===== src/rtl/clkdiv_pkg.sv =====
package clkdiv_pkg;

    localparam int NCH    = 4;
    localparam int FW     = 6;
    localparam int DW     = 32;
    localparam int ADDR_W = 3;
    localparam int SEL_BIT  = 2;
    localparam int RUN_BIT  = 10;
    localparam int SLOT_W   = FW + 1;
    localparam int TBL_MAX  = 10;

    typedef logic [FW-1:0] ratio_t;
    typedef logic [DW-1:0] word_t;

    typedef struct packed {
        logic   load;
        ratio_t field;
    } chan_ctl_t;

    function automatic int fld_lsb(input int ch);
        return 1 + ch * SLOT_W;
    endfunction

    function automatic word_t ctrl0_mask();
        word_t m = '0;
        for (int c = 0; c < NCH; c++)
            for (int b = 0; b < SLOT_W; b++)
                m[fld_lsb(c) + b] = 1'b1;
        return m;
    endfunction

    function automatic word_t ctrl1_mask();
        word_t m = '0;
        m[RUN_BIT] = 1'b1;
        return m;
    endfunction

    // Permuted code table of channel 0; 0 marks an invalid code
    function automatic ratio_t code_to_ratio(input ratio_t c);
        case (c)
            6'd1:    return 6'd2;
            6'd2:    return 6'd1;
            6'd3:    return 6'd3;
            6'd4:    return 6'd4;
            6'd5:    return 6'd6;
            6'd6:    return 6'd5;
            6'd7:    return 6'd7;
            6'd8:    return 6'd8;
            6'd9:    return 6'd10;
            6'd10:   return 6'd9;
            default: return 6'd0;
        endcase
    endfunction

    // Number of low cycles in one period of ratio r
    function automatic ratio_t low_len(input ratio_t r);
        logic [FW:0] t;
        t = ({1'b0, r} + 1'b1) >> 1;
        return t[FW-1:0];
    endfunction

endpackage


===== src/rtl/clkdiv_regs.sv =====
module clkdiv_regs
    import clkdiv_pkg::*;
(
    input  logic              clk,
    input  logic              rst,
    input  logic              we,
    input  logic [ADDR_W-1:0] addr,
    input  word_t             wdata,
    output word_t             rdata,
    output word_t             ctrl0_q,
    output word_t             ctrl1_q
);
    localparam word_t C0M = ctrl0_mask();
    localparam word_t C1M = ctrl1_mask();

    always_ff @(posedge clk) begin
        if (rst) begin
            ctrl0_q <= '0;
            ctrl1_q <= '0;
        end else if (we) begin
            if (addr[SEL_BIT]) ctrl1_q <= wdata & C1M;
            else               ctrl0_q <= wdata & C0M;
        end
    end

    assign rdata = addr[SEL_BIT] ? ctrl1_q : ctrl0_q;

    assert_readback_R1: assert property (@(posedge clk) disable iff (rst)
        (we && !addr[SEL_BIT]) |=> (ctrl0_q == ($past(wdata) & C0M)));
    assert_unused_zero_R1: assert property (@(posedge clk) disable iff (rst)
        ((ctrl1_q & ~C1M) == '0) && ((ctrl0_q & ~C0M) == '0));

endmodule


===== src/rtl/clkdiv_chan_ctl.sv =====
module clkdiv_chan_ctl
    import clkdiv_pkg::*;
#(
    parameter bit USE_TABLE = 1'b0
) (
    input  logic      clk,
    input  logic      rst,
    input  logic      hold,
    input  chan_ctl_t ctl,
    input  logic      taken,
    output logic      pend_v,
    output ratio_t    pend_r
);
    logic   prev_q;
    logic   rise;
    ratio_t decoded;
    logic   valid;

    generate
        if (USE_TABLE) begin : g_tbl
            assign decoded = code_to_ratio(ctl.field);
        end else begin : g_dir
            assign decoded = ctl.field;
        end
    endgenerate

    assign valid = (decoded != '0);
    assign rise  = ctl.load & ~prev_q;

    always_ff @(posedge clk) begin
        if (rst) prev_q <= 1'b0;
        else     prev_q <= ctl.load;
    end

    always_ff @(posedge clk) begin
        if (rst || hold) begin
            pend_v <= 1'b0;
            pend_r <= '0;
        end else if (rise && valid) begin
            pend_v <= 1'b1;
            pend_r <= decoded;
        end else if (taken) begin
            pend_v <= 1'b0;
        end
    end

    assert_bad_code_ignored_R6: assert property (@(posedge clk) disable iff (rst)
        (rise && !valid && !pend_v) |=> !pend_v);
    assert_no_load_when_held_R3: assert property (@(posedge clk) disable iff (rst)
        hold |=> !pend_v);

    generate
        if (USE_TABLE) begin : g_tbl_chk
            assert_table_range_R7: assert property (@(posedge clk) disable iff (rst)
                pend_v |-> (pend_r <= ratio_t'(TBL_MAX)));
        end
    endgenerate

endmodule


===== src/rtl/clkdiv_core.sv =====
module clkdiv_core
    import clkdiv_pkg::*;
(
    input  logic   clk,
    input  logic   rst,
    input  logic   hold,
    input  logic   pend_v,
    input  ratio_t pend_r,
    output logic   taken,
    output logic   clk_out
);
    ratio_t ratio_q, cnt_q;
    ratio_t next_ratio, next_cnt;
    logic   div_q, byp_q, byp_n;
    logic   boundary, div_d;

    assign boundary   = (ratio_q == ratio_t'(1)) || (cnt_q == ratio_q - 1'b1);
    assign taken      = pend_v && boundary && !hold;
    assign next_ratio = taken ? pend_r : ratio_q;
    assign next_cnt   = boundary ? '0 : cnt_q + 1'b1;
    assign div_d      = (next_ratio != ratio_t'(1)) && (next_cnt >= low_len(next_ratio));

    always_ff @(posedge clk) begin
        if (rst || hold) begin
            ratio_q <= ratio_t'(1);
            cnt_q   <= '0;
            div_q   <= 1'b0;
            byp_q   <= 1'b0;
        end else begin
            ratio_q <= next_ratio;
            cnt_q   <= next_cnt;
            div_q   <= div_d;
            byp_q   <= (next_ratio == ratio_t'(1));
        end
    end

    // Gate enable re-timed on the falling edge so the pass-through never chops a pulse
    always_ff @(negedge clk) begin
        if (rst) byp_n <= 1'b0;
        else     byp_n <= byp_q;
    end

    assign clk_out = (clk & byp_n) | div_q;

    assert_switch_low_R9: assert property (@(posedge clk) disable iff (rst)
        taken |=> !div_q);
    assert_hold_clears_R3: assert property (@(posedge clk) disable iff (rst)
        hold |=> (!div_q && cnt_q == '0 && ratio_q == ratio_t'(1)));
    assert_cnt_bound_R8: assert property (@(posedge clk) disable iff (rst)
        cnt_q < ratio_q);
    assert_ratio_stable_R4: assert property (@(posedge clk) disable iff (rst)
        (!taken && !hold) |=> $stable(ratio_q));

endmodule


===== src/rtl/clkdiv_bank.sv =====
module clkdiv_bank
    import clkdiv_pkg::*;
(
    input  logic              clk,
    input  logic              rst,
    input  logic              bus_we,
    input  logic [ADDR_W-1:0] bus_addr,
    input  logic [DW-1:0]     bus_wdata,
    output logic [DW-1:0]     bus_rdata,
    output logic [NCH-1:0]    div_clk
);
    word_t ctrl0_q, ctrl1_q;
    logic  hold;

    clkdiv_regs u_regs (
        .clk     (clk),
        .rst     (rst),
        .we      (bus_we),
        .addr    (bus_addr),
        .wdata   (bus_wdata),
        .rdata   (bus_rdata),
        .ctrl0_q (ctrl0_q),
        .ctrl1_q (ctrl1_q)
    );

    assign hold = ~ctrl1_q[RUN_BIT];

    generate
        for (genvar ch = 0; ch < NCH; ch++) begin : g_ch
            localparam int LSB = fld_lsb(ch);
            chan_ctl_t ctl;
            logic      pend_v, taken;
            ratio_t    pend_r;

            assign ctl.field = ctrl0_q[LSB +: FW];
            assign ctl.load  = ctrl0_q[LSB + FW];

            clkdiv_chan_ctl #(.USE_TABLE(ch == 0)) u_ctl (
                .clk    (clk),
                .rst    (rst),
                .hold   (hold),
                .ctl    (ctl),
                .taken  (taken),
                .pend_v (pend_v),
                .pend_r (pend_r)
            );

            clkdiv_core u_core (
                .clk     (clk),
                .rst     (rst),
                .hold    (hold),
                .pend_v  (pend_v),
                .pend_r  (pend_r),
                .taken   (taken),
                .clk_out (div_clk[ch])
            );
        end
    endgenerate

    assert_held_low_R3: assert property (@(posedge clk) disable iff (rst)
        (hold && $past(hold)) |-> (div_clk == '0));

endmodule


===== config.mk =====
export PLATFORM = sky130hd
export DESIGN_NAME = clkdiv_bank
export DESIGN_NICKNAME = d
export VERILOG_FILES = /design/src/rtl/clkdiv_pkg.sv /design/src/rtl/clkdiv_regs.sv /design/src/rtl/clkdiv_chan_ctl.sv /design/src/rtl/clkdiv_core.sv /design/src/rtl/clkdiv_bank.sv
export SDC_FILE = /design/constraint.sdc
export NUM_CORES = 1
export LEC_CHECK = 0
export ABC_AREA = 1
export BUFFER_PORTS_ARGS = -buffer_cell sky130_fd_sc_hd__buf_2
export CAP_MARGIN = 40
export CORE_MARGIN = 4
export CORE_UTILIZATION = 45
export DETAILED_ROUTE_END_ITERATION = 8
export GPL_TIMING_DRIVEN = 0
export MAX_ROUTING_LAYER = met4
export SLEW_MARGIN = 25
export SYNTH_ARGS = -nofsm -noshare
export SYNTH_HDL_FRONTEND = slang
export SYNTH_HIERARCHICAL = 1
export SYNTH_SLANG_ARGS = --single-unit
export TNS_END_PERCENT = 10

===== constraint.sdc =====
create_clock -name clk -period 4.26 [get_ports clk]
set_clock_uncertainty 0.15 [all_clocks]
set_input_delay 1.065 -clock clk [delete_from_list [all_inputs] [get_ports clk]]
set_output_delay 1.065 -clock clk [all_outputs]
set_load 0.02 [all_outputs]

### Yosys cells after proc, flatten, opt, wreduce, memory -nomap -nowiden

Memories as Yosys holds them, arrays and structs flattened. A register that Yosys moved wholly into a read port is not among the register bits.
Index checks and enable logic that the tools add are counted.

* register bits after elaboration: 121
* bits in latches: 0
* RAM bits: 0
* bits in read-only memories: 64
* bits of input ports: 38
* output and inout port bits: 36
* logic and storage cells: 137
* memories: 1

* add/sub/neg operators: 12
* $mul: 0
* div/mod/pow operators: 0
* order comparisons: 4
* equality and inequality tests: 16
* shift operators: 0
* multiplexer cells: 20
* bitwise operators: 18
* reduce and logical (&&, ||, !) cells: 32

Memories
* (no name shown): words 16, bits a word 4, read ports 1, clocked after memory_dff 1, wr ports 0, RTL line clkdiv_pkg.sv:40 `case (c)`

Operators by type and width (number)
* 6-bit 2-to-1 mux: 9
* 6-bit by 1-bit == test with 1-bit output, second input constant: 8
* 29-bit 2-to-1 mux: 1
* 6-bit by 1-bit adder with 7-bit output, second input constant: 4
* 6-bit by 1-bit adder with 6-bit output, second input constant: 4
* 6-bit == test: 4
* 6-bit >= comparator: 4
* 6-bit by 1-bit != test with 1-bit output, second input constant: 4
* 6-bit nonzero test: 4
* 6-bit by 1-bit subtractor with 6-bit output, second input constant: 4
* 1-bit logical AND: 16
* 1-bit bitwise AND: 8
* 1-bit 2-to-1 mux: 8
* 4-bit 2-to-1 mux: 2
* 2-bit nonzero test: 4
* 1-bit inverter: 6
* 1-bit logical OR: 5
* 1-bit bitwise OR: 4
* 2-bit AND reduction: 2
* 2-bit logical NOT: 1

### Longest topological paths before layout

* depth in word-level cells: 9
* gate-level depth with buffers: 26
* gate-level depth less buffers: 25

### Hierarchy

Netlist, hierarchy kept.

Modules (own cells, without submodules)
* clkdiv_core (g_ch[0].u_core ...): instances 3, cells an instance 170, area an instance 1131.1 um^2, seq. area each 300.3 um^2
* clkdiv_regs: instances 1, cells an instance 288, area an instance 1834.3 um^2, seq. area each 580.6 um^2
* clkdiv_core (g_ch[1].u_core): instances 1, cells an instance 174, area an instance 1153.6 um^2, seq. area each 300.3 um^2
* clkdiv_chan_ctl (g_ch[1].u_ctl ...): instances 3, cells an instance 43, area an instance 359.1 um^2, seq. area each 160.2 um^2
* clkdiv_chan_ctl (g_ch[0].u_ctl): instances 1, cells an instance 56, area an instance 402.9 um^2, seq. area each 120.1 um^2
* clkdiv_bank: instances 1, cells an instance 1, area an instance 3.8 um^2, seq. area each 0.0 um^2

==> run_results.csv <==
group,metric,value,unit
synth,synth_cells,1123,
power,peakVddDrop,297,uV
synth,synth_warnings,6,
drt,wl_per_cell,11.9,um
clocking,cts_tree,"done",
floorplan,io_pins,74,
setup_path,worstSetupPathType,"reg -> out",
power,p_leak,0.00417,uW
synth,avgSynthCellArea,6.77,um2
setup_path,end_kind,"primary output",
placement,gp_congestion,0.862,
final_layout,final_nets,1294,
run,maxCapViolations,0,
setup_path,worstSetupStartpoint,"g_ch[1].u_core/byp_n$_SDFF_NP0_",
synth,netlist_area,7600,um2
power,power_density,338,nW/um2
hold_path,min_from,"g_ch[1].u_ctl/pend_r[2]$_SDFFE_PP0P_",
power,power,3010,uW
timing,slew_viol_final,0,
final_layout,fin_util,53.6,%
global_route,gr-total-overflow,0,
global_route,grt_pass1_vias,6226,
setup_path,crit_required,3.04,ns
clocking,path_clk_slew,0.05,ns
placement,port_buffers,62,
timing,final_hold_viol_count,0,
setup_path,critical_path_arrival,3.29,ns
floorplan,die_height,138,um
timing,worst_pin_slew,0.765,ns
setup_path,slowest_stage,"dfxtp_1",
floorplan,core,16600,um2
drt,vias,6657,
outcome,outcome,"finished with violations",
floorplan,fp.dieW,138,um
global_route,grt_pass1_wl,28.7,mm
timing,rsz0062_at_grt,"true",
drt,vias_per_cell,4.61,
clocking,clock_latency,0.52,ns
global_route,grt_max_degree,19,
drt,routed_wl,17.2,mm
timing,setup_viol,4,
outcome,violations,"setup timing",
drt,drt_pass1_iterations,5,
drt,drc,0,
drt,drt_iter0_drc,304,
placement,dp_hpwl,13.0,mm
final_layout,final_layout_size_suffix_gt1_share,17.1,%
global_route,antenna_found_initial,0,
floorplan,core.rowCount,47,
timing,setup_ws,-0.248,ns
final_layout,syn_to_final_growth,17.0,%
setup_path,worstPathCellList,"a21o_1 -> buf_6",
setup_path,crit_fanout,1,
setup_path,slowest_delay,0.29,ns
setup_path,r2r_start,"g_ch[1].u_core/ratio_q[0]$_SDFF_PP1_",
setup_path,cp-start-kind,"flop",
timing,slew_headroom,48.9,%
final_layout,fillers,1693,
floorplan,die-area,19000,um2
hold_path,min_path_type,"reg -> reg",
floorplan,start_util,45.8,%
drt,ant_nets,0,
global_route,grt.total_usage,19.6,%
registers in the layout, summed over array words and instances, names as in the netlist:
| register | flops |
|---|---|
| g_ch.u_core/div_q | 4 |
| g_ch.u_ctl/prev_q | 4 |
| g_ch.u_core/byp_n | 4 |
| u_regs/ctrl0_q | 28 |
| g_ch.u_ctl/pend_v | 4 |
| g_ch.u_core/byp_q | 4 |
| g_ch.u_core/ratio_q | 24 |
| g_ch.u_ctl/pend_r | 22 |
| u_regs/ctrl1_q | 1 |
| g_ch.u_core/cnt_q | 24 |
area by class of cell:
| class | instances | area (um2) | area share [%] |
|---|---|---|---|
| multi-input cells | 788 | 4340 | 48.8 |
| flip-flops and latches | 119 | 2380 | 26.8 |
| inverters | 187 | 702 | 7.89 |
| clock buffers | 29 | 606 | 6.81 |
| repair buffers | 58 | 290 | 3.26 |
| well taps | 220 | 275 | 3.09 |
| plain buffers | 29 | 175 | 1.97 |
| clock inverters | 14 | 119 | 1.34 |
| diodes | 1 | 2.50 | 0.0281 |
final timing paths:
kind                            depth (start not counted)                                    to  slack [ns]
worst max register to register                         22       g_ch[1].u_core/div_q$_SDFF_PP0_        0.51
worst min register to register                          2  g_ch[1].u_ctl/pend_r[2]$_SDFFE_PP0P_        0.31
worst max-delay path                                    2                            div_clk[1]       -0.25
worst min-delay path                                    2  g_ch[1].u_ctl/pend_r[2]$_SDFFE_PP0P_        0.31
stage by stage:
stage / instance area, um2 / TNS (ns) / hold slack, ns / worst slack, ns / instances
after floorplan: 7620 / 0 / 0.290 / 0.432 / 1127
after global placement: 8200 / 0 / 0.298 / 0.192 / 1409
after detailed placement: 8200 / 0 / 0.302 / 0.181 / 1409
after CTS: 8880 / -1.01 / 0.311 / -0.275 / 1444
after global routing: 8890 / -1.07 / 0.326 / -0.294 / 1444
final: 8890 / -0.895 / 0.307 / -0.248 / 1445
metal layers:
layer | track usage [%] | vias to the layer above | part of all wire, %
met4 | 7.57 | 0 | 2.0
li1 | - | 3629 | -
met1 | 25.4 | 2886 | 50
met5 | - | - | 0
met2 | 29.5 | 111 | 43
met3 | 4.97 | 31 | 4.6
power breakdown:
part / leakage (uW) / switching (uW) / internal, uW / total [uW]
combinational: 0.00279 / 143 / 83.6 / 226
clock: 0.000412 / 567 / 1050 / 1620
sequential: 0.000965 / 27.4 / 1140 / 1160
total: 0.00417 / 737 / 2270 / 3010
critical path: cells and delay by family, from the launching register on:
family,cells,cell delay (ns)
flip-flops,1,0.29
AO/OA/AOI/OAI,1,0.17
buffers and inverters,1,0.13
layout by cell type (no fill, tap or decap), types with 14 or more instances in the layout:
cell       instances
nand2_1          235
nor2_1           194
inv_1            177
dfxtp_1          119
nand3_1           79
buf_2             63
ha_1              44
a21oi_1           29
xor2_1            23
clkbuf_16         21
nor3_1            20
nor2_2            18
nor2_4            16
nand3_2           14
nand2_4           14
timing repair:
action,CTS,global route
resized for setup,4,4
endpoints found under the setup margin,4,4
setup buffers,0,0
hold buffers,0,0
(Power assumes the default switching activity.)
